===== config.mk =====
export PLATFORM = sky130hd
export DESIGN_NAME = cache_region_maint
export DESIGN_NICKNAME = d
export VERILOG_FILES = /design/src/rtl/cache_region_maint.sv
export SDC_FILE = /design/constraint.sdc
export NUM_CORES = 1
export LEC_CHECK = 0
export BUFFER_PORTS_ARGS = -buffer_cell sky130_fd_sc_hd__buf_2
export CELL_PAD_IN_SITES_DETAIL_PLACEMENT = 0
export CELL_PAD_IN_SITES_GLOBAL_PLACEMENT = 1
export CORE_ASPECT_RATIO = 1.1
export CORE_MARGIN = 5
export CORE_UTILIZATION = 40
export CTS_CLUSTER_DIAMETER = 50
export DETAILED_ROUTE_END_ITERATION = 6
export PLACE_DENSITY = 0.78
export SLEW_MARGIN = 30
export SYNTH_ARGS = -nofsm -noshare
export SYNTH_HDL_FRONTEND = slang
export SYNTH_SLANG_ARGS = --single-unit
export TNS_END_PERCENT = 30

===== constraint.sdc =====
create_clock -name clk -period 2.46 [get_ports clk]
set_input_delay 0.246 -clock clk [delete_from_list [all_inputs] [get_ports clk]]
set_output_delay 0.246 -clock clk [all_outputs]
set_load 0.01 [all_outputs]

===== src/rtl/cache_region_maint.sv =====
module cache_region_maint #(
  parameter int AUX_AW      = 12,
  parameter int DATA_W      = 32,
  parameter int HI_W        = 8,
  parameter bit HAS_HI      = 1'b1,
  parameter int LINE_BYTES  = 64,
  parameter int CACHE_LINES = 16
) (
  input  logic                   clk,
  input  logic                   rst_n,
  input  logic                   reg_wen,
  input  logic [AUX_AW-1:0]      reg_addr,
  input  logic [DATA_W-1:0]      reg_wdata,
  output logic [DATA_W-1:0]      reg_rdata,
  output logic                   cache_off,
  output logic                   cmd_valid,
  input  logic                   cmd_ready,
  output logic [DATA_W+HI_W-1:0] cmd_addr,
  output logic [1:0]             cmd_op
);
  localparam int OFF  = $clog2(LINE_BYTES);
  localparam int PA_W = DATA_W + HI_W;
  localparam int LW   = PA_W - OFF;
  localparam logic [AUX_AW-1:0] A_CTRL = AUX_AW'(12'h903);
  localparam logic [AUX_AW-1:0] A_FALL = AUX_AW'(12'h904);
  localparam logic [AUX_AW-1:0] A_IALL = AUX_AW'(12'h905);
  localparam logic [AUX_AW-1:0] A_SLO  = AUX_AW'(12'h914);
  localparam logic [AUX_AW-1:0] A_SHI  = AUX_AW'(12'h915);
  localparam logic [AUX_AW-1:0] A_ELO  = AUX_AW'(12'h916);
  localparam logic [AUX_AW-1:0] A_EHI  = AUX_AW'(12'h917);

  logic              dis_q, im_q, busy_q, vld_q;
  logic [2:0]        rop_q;
  logic [DATA_W-1:0] st_lo, en_lo;
  logic [HI_W-1:0]   st_hi, en_hi;
  logic [LW-1:0]     cur_q, last_q;
  logic [1:0]        op_q;

  wire wr_ctrl = reg_wen && reg_addr == A_CTRL;
  wire wr_slo  = reg_wen && reg_addr == A_SLO;
  wire go_rgn  = wr_slo && !busy_q;
  wire go_fall = reg_wen && reg_addr == A_FALL && reg_wdata[0] && !busy_q;
  wire go_iall = reg_wen && reg_addr == A_IALL && reg_wdata[0] && !busy_q;

  wire [PA_W-1:0] s_pa = {st_hi, reg_wdata};
  wire [PA_W-1:0] e_pa = {en_hi, en_lo};
  wire [LW-1:0]   s_ln = s_pa[PA_W-1:OFF];
  wire [LW-1:0]   e_ln = e_pa[PA_W-1:OFF];
  wire [1:0]      inv_op = im_q ? 2'b11 : 2'b10;
  wire [1:0]      rgn_op = rop_q[0] ? inv_op : 2'b01;

  always_ff @(posedge clk) begin
    if (!rst_n) begin
      dis_q <= 1'b0; im_q <= 1'b0; rop_q <= '0;
      st_lo <= '0; st_hi <= '0; en_lo <= '0; en_hi <= '0;
    end else begin
      if (wr_ctrl) begin
        dis_q <= reg_wdata[0];
        im_q  <= reg_wdata[6];
        rop_q <= reg_wdata[11:9];
      end
      if (go_rgn) st_lo <= reg_wdata;
      if (HAS_HI && reg_wen && reg_addr == A_SHI && !busy_q) st_hi <= reg_wdata[HI_W-1:0];
      if (reg_wen && reg_addr == A_ELO) en_lo <= reg_wdata;
      if (HAS_HI && reg_wen && reg_addr == A_EHI) en_hi <= reg_wdata[HI_W-1:0];
    end
  end

  always_ff @(posedge clk) begin
    if (!rst_n) begin
      busy_q <= 1'b0; vld_q <= 1'b0; cur_q <= '0; last_q <= '0; op_q <= '0;
    end else if (go_rgn) begin
      busy_q <= 1'b1;
      vld_q  <= e_ln >= s_ln;
      cur_q  <= s_ln;
      last_q <= e_ln;
      op_q   <= rgn_op;
    end else if (go_fall || go_iall) begin
      busy_q <= 1'b1;
      vld_q  <= 1'b1;
      cur_q  <= '0;
      last_q <= LW'(CACHE_LINES - 1);
      op_q   <= go_fall ? 2'b01 : inv_op;
    end else if (busy_q) begin
      if (!vld_q) busy_q <= 1'b0;
      else if (cmd_ready) begin
        if (cur_q == last_q) begin
          busy_q <= 1'b0;
          vld_q  <= 1'b0;
        end else cur_q <= cur_q + 1'b1;
      end
    end
  end

  always_comb begin
    reg_rdata = '0;
    case (reg_addr)
      A_CTRL: begin
        reg_rdata[0]    = dis_q;
        reg_rdata[6]    = im_q;
        reg_rdata[8]    = busy_q;
        reg_rdata[11:9] = rop_q;
      end
      A_SLO: reg_rdata = st_lo;
      A_SHI: reg_rdata = DATA_W'(st_hi);
      A_ELO: reg_rdata = en_lo;
      A_EHI: reg_rdata = DATA_W'(en_hi);
      default: reg_rdata = '0;
    endcase
  end

  assign cache_off = dis_q;
  assign cmd_valid = vld_q;
  assign cmd_addr  = {cur_q, {OFF{1'b0}}};
  assign cmd_op    = op_q;

  a_r9_hold_until_ready: assert property (@(posedge clk) disable iff (!rst_n)
    cmd_valid && !cmd_ready |=> cmd_valid && $stable(cmd_addr) && $stable(cmd_op));
  a_r8_valid_needs_busy: assert property (@(posedge clk) disable iff (!rst_n)
    cmd_valid |-> busy_q);
  a_r3_next_line: assert property (@(posedge clk) disable iff (!rst_n)
    cmd_valid && cmd_ready |=> !cmd_valid || cmd_addr == $past(cmd_addr) + PA_W'(LINE_BYTES));
  a_r8_launch_sets_busy: assert property (@(posedge clk) disable iff (!rst_n)
    wr_slo && !busy_q |=> busy_q);
  a_r10_start_kept: assert property (@(posedge clk) disable iff (!rst_n)
    wr_slo && busy_q |=> $stable(st_lo));
endmodule


==> metrics.csv <==
stage,metric,value,unit
power,Leak Pwr,0.00423,µW
power,P_int,4140,µW
setup_path,"CP delay by family, top",simple AND/OR/NAND/NOR gates,
cts,Bufs on Longest Clock Path,2,
cts,"Reg clk slew, reported paths",70,ps
floorplan,Die H,162,µm
setup_path,nature of the critical path endpoint,flop,
sta,post-route minimum period,2290,ps
power,Gate power share,0.036,
setup_path,critical path class,reg2reg,
drt,Avg WL per Cell,19.7,µm
drt,via count,8061,
finish,nets,1250,
floorplan,die area,23900,µm²
setup_path,crit path launch type,flop,
yosys,Mapped Cells,1038,
cts,Clock Tree Root,clkbuf_16,
power,Net Sw Frac,0.240,
drt,first drt pass iteration count,5,
min_path,class of the worst hold path,in2reg,
setup_path,Buf/Inv on CP,3,
yosys,synth warn,0,
yosys,ys async rst share,0,
drt,initial DRC count,578,
cts,CTS buffer count,17,
grt,largest net degree at the start of global routing,43,
sta,RSZ-0062 raised after global routing,false,
cts,post-CTS sizing,0,
cts,Num Clock Sinks,157,
floorplan,IO Count,124,
grt,first-pass GRT wire length,44.5,mm
cts,CTS tree,yes,
setup_path,CP max stage cell,dfxtp_1,
setup_path,critical path data arrival time,2610,ps
grt,initial antenna violation count,0,
sta,Worst Skew,9.41,ps
drt,Via-to-Cell Ratio,5.61,
floorplan,Initial Util,0.406,
floorplan,chip width,148,µm
power,pwr/cell area,540,nW/µm²
sta,fmax,437,MHz
yosys,Post-synth EDFFs,0,
setup_path,most frequent CP cell,buf_4,
yosys,Main synth FF type,dfxtp_1,
sta,Pins Over Slew Limit,0,
yosys,"Avg Cell Area, Syn",8.04,µm²
sta,crit share post-route,0.930,
job,max_cap viols,0,
setup_path,CP cell instances,buf_4 -> xnor2_1 -> nand4_1 -> nor4_1 -> buf_4 -> and4_1 -> nor2_2 -> buf_12 -> a31o_2,
setup_path,maximum net fanout on the critical path,29,
setup_path,WP data required,2790,ps
sta,Final TNS setup,0,ps
setup_path,internal reg-to-reg setup slack,170,ps
cts,# H-tree levels,4,
cts,clk_lat worst skew,430,ps
cts,"Setup Fix Bufs, Post-CTS",0,
sta,worst slew pin tran,530,ps
power,Peak VDD IR,0.468,mV
run_status,status,finished clean,
setup_path,max incr delay on CP,350,ps
yosys,synth unique cells,69,
sta,slew margin rel.,0.647,
place,placed cell areas,9480,µm²
floorplan,core area,20600,µm²
power,sequential share of power,0.466,
place,IO Port Bufs,117,
sta,final hold vios,0,
finish,area delta synth->final,20.8,%
power,sw power,1310,µW
floorplan,Site Rows,55,
drt,Detailed Route WL,28.3,mm
yosys,Syn Std Cell Area,8350,µm²
finish,fin area,10100,µm²
drt,# DRC,0,
finish,ANT cells,0,
place,Placer Congestion,0.881,
sta,final setup fails,0,
drt,DRT antenna net count,0,
yosys,count of state elements after synthesis,157,
cts,cts hold-fix bufs,0,
grt,grt ovf,0,
grt,GR Util All Layers,0.236,
power,Clock power frac,0.497,
grt,vias in the first global route,7899,
yosys,"Seq/Total Area, Yosys",0.377,
place,DPL Wire Length,20.9,mm
finish,share of layout cells above drive strength 1,0.211,
[per-layer routing]
metal | part of all wire | wire length [µm] | vias up | GRT usage
met3 | 0.059 | 1680 | 48 | 0.0469
met5 | 0 | 0 | - | 0
li1 | - | - | 3936 | -
met1 | 0.43 | 12200 | 3796 | 0.304
met4 | 0.033 | 943 | 0 | 0.0805
met2 | 0.48 | 13500 | 281 | 0.396
[kinds of logic (layout without fill, tap and decap cells)]
| family | after synthesis | in the layout | synth area share |
|---|---|---|---|
| and+or+nand+nor | 364 | 364 | 0.198 |
| AOI/OAI and AO/OA | 280 | 280 | 0.230 |
| DFF | 157 | 157 | 0.377 |
| buffers and inverters | 134 | 271 | 0.0675 |
| xor gates and xnor gates | 46 | 46 | 0.0483 |
| adders and majority gates | 35 | 35 | 0.0525 |
| muxes | 21 | 21 | 0.0262 |
| other | 1 | 6 | 0.000449 |
[flip-flops by register name, summed over array words and instances, names as in the netlist, 2 cells and up]
register	cells
cmd_op	2
cur_q	34
en_hi	8
en_lo	32
last_q	34
rop_q	3
st_hi	8
st_lo	32
[cell usage in the layout, fill, tap and decap left out, drive strengths merged, types with 23 or more instances in the layout]
| cell type | netlist | routed |
|---|---|---|
| buf | 27 | 183 |
| a21oi | 99 | 99 |
| xnor2 | 38 | 38 |
| nand2 | 202 | 202 |
| inv | 56 | 60 |
| a22oi | 42 | 42 |
| nand4 | 25 | 25 |
| o21ai | 23 | 23 |
| ha | 35 | 35 |
| nor2 | 66 | 66 |
| dfxtp | 157 | 157 |
[power by group through the flow]
stage               Combinational, µW  Clock (µW)  Sequential (µW)
floorplan                         101           0             2600
global placement                  196           0             2600
detailed placement                196           0             2600
CTS                               197        2740             2540
global route                      219        2850             2540
finish                            198        2710             2540
[Yosys cell counts, types with 7 or more instances]
cell / count / area (µm²)
mux2_2: 7 / 78.8
a21oi_1: 98 / 490
a31oi_1: 12 / 75.1
clkbuf_1: 51 / 191
buf_2: 12 / 60.1
nor3_1: 11 / 55.1
a31o_1: 12 / 105
nor2_1: 66 / 248
ha_1: 35 / 438
o21ai_0: 21 / 105
inv_1: 56 / 210
a22oi_1: 42 / 315
and4_1: 7 / 61.3
nand3_1: 20 / 100
xnor2_1: 38 / 333
a311oi_1: 14 / 123
dfxtp_1: 157 / 3140
o31ai_1: 14 / 105
buf_4: 10 / 75.1
mux2i_1: 14 / 140
nand2_1: 202 / 758
nand4_1: 22 / 138
xor2_1: 8 / 70.1
a22o_1: 20 / 175
[per-stage QoR]
step / hold slack (ps) / setup WS (ps) / cells / total power, µW / util
after floorplan: 382 / 192 / 1043 / 2700 / -
after global placement: 440 / 206 / 1404 / 2790 / 0.461
after global routing: 70.6 / 82.1 / 1436 / 5610 / 0.490
final: 74.1 / 172 / 1436 / 5450 / 0.490
after CTS: 64.9 / 181 / 1436 / 5480 / 0.490
after detailed placement: 444 / 117 / 1404 / 2790 / 0.461
[tightest hold or removal path, cell delays in order]
cell,delay [ps]
buf_2,110
nand2_1,50
a21oi_1,50
[cell type report]
type	count	area (µm²)
Tap cell	256	320
Multi-Input combinational cell	752	4680
Timing Repair Buffer	183	1130
Clock buffer	18	439
Fill cell	2032	10500
Sequential cell	157	3140
Inverter	56	213
Clock inverter	14	160
[worst paths after layout]
check                      endpoint  cells past startpoint                   from
max          cur_q[18]$_SDFFE_PN0P_                      9  cur_q[0]$_SDFFE_PN0P_
min          en_lo[29]$_SDFFE_PN0P_                      3          reg_wdata[29]
max reg2reg  cur_q[18]$_SDFFE_PN0P_                      9  cur_q[0]$_SDFFE_PN0P_
min reg2reg   en_lo[2]$_SDFFE_PN0P_                      2  en_lo[2]$_SDFFE_PN0P_
Power figures use the tool's default switching activity.
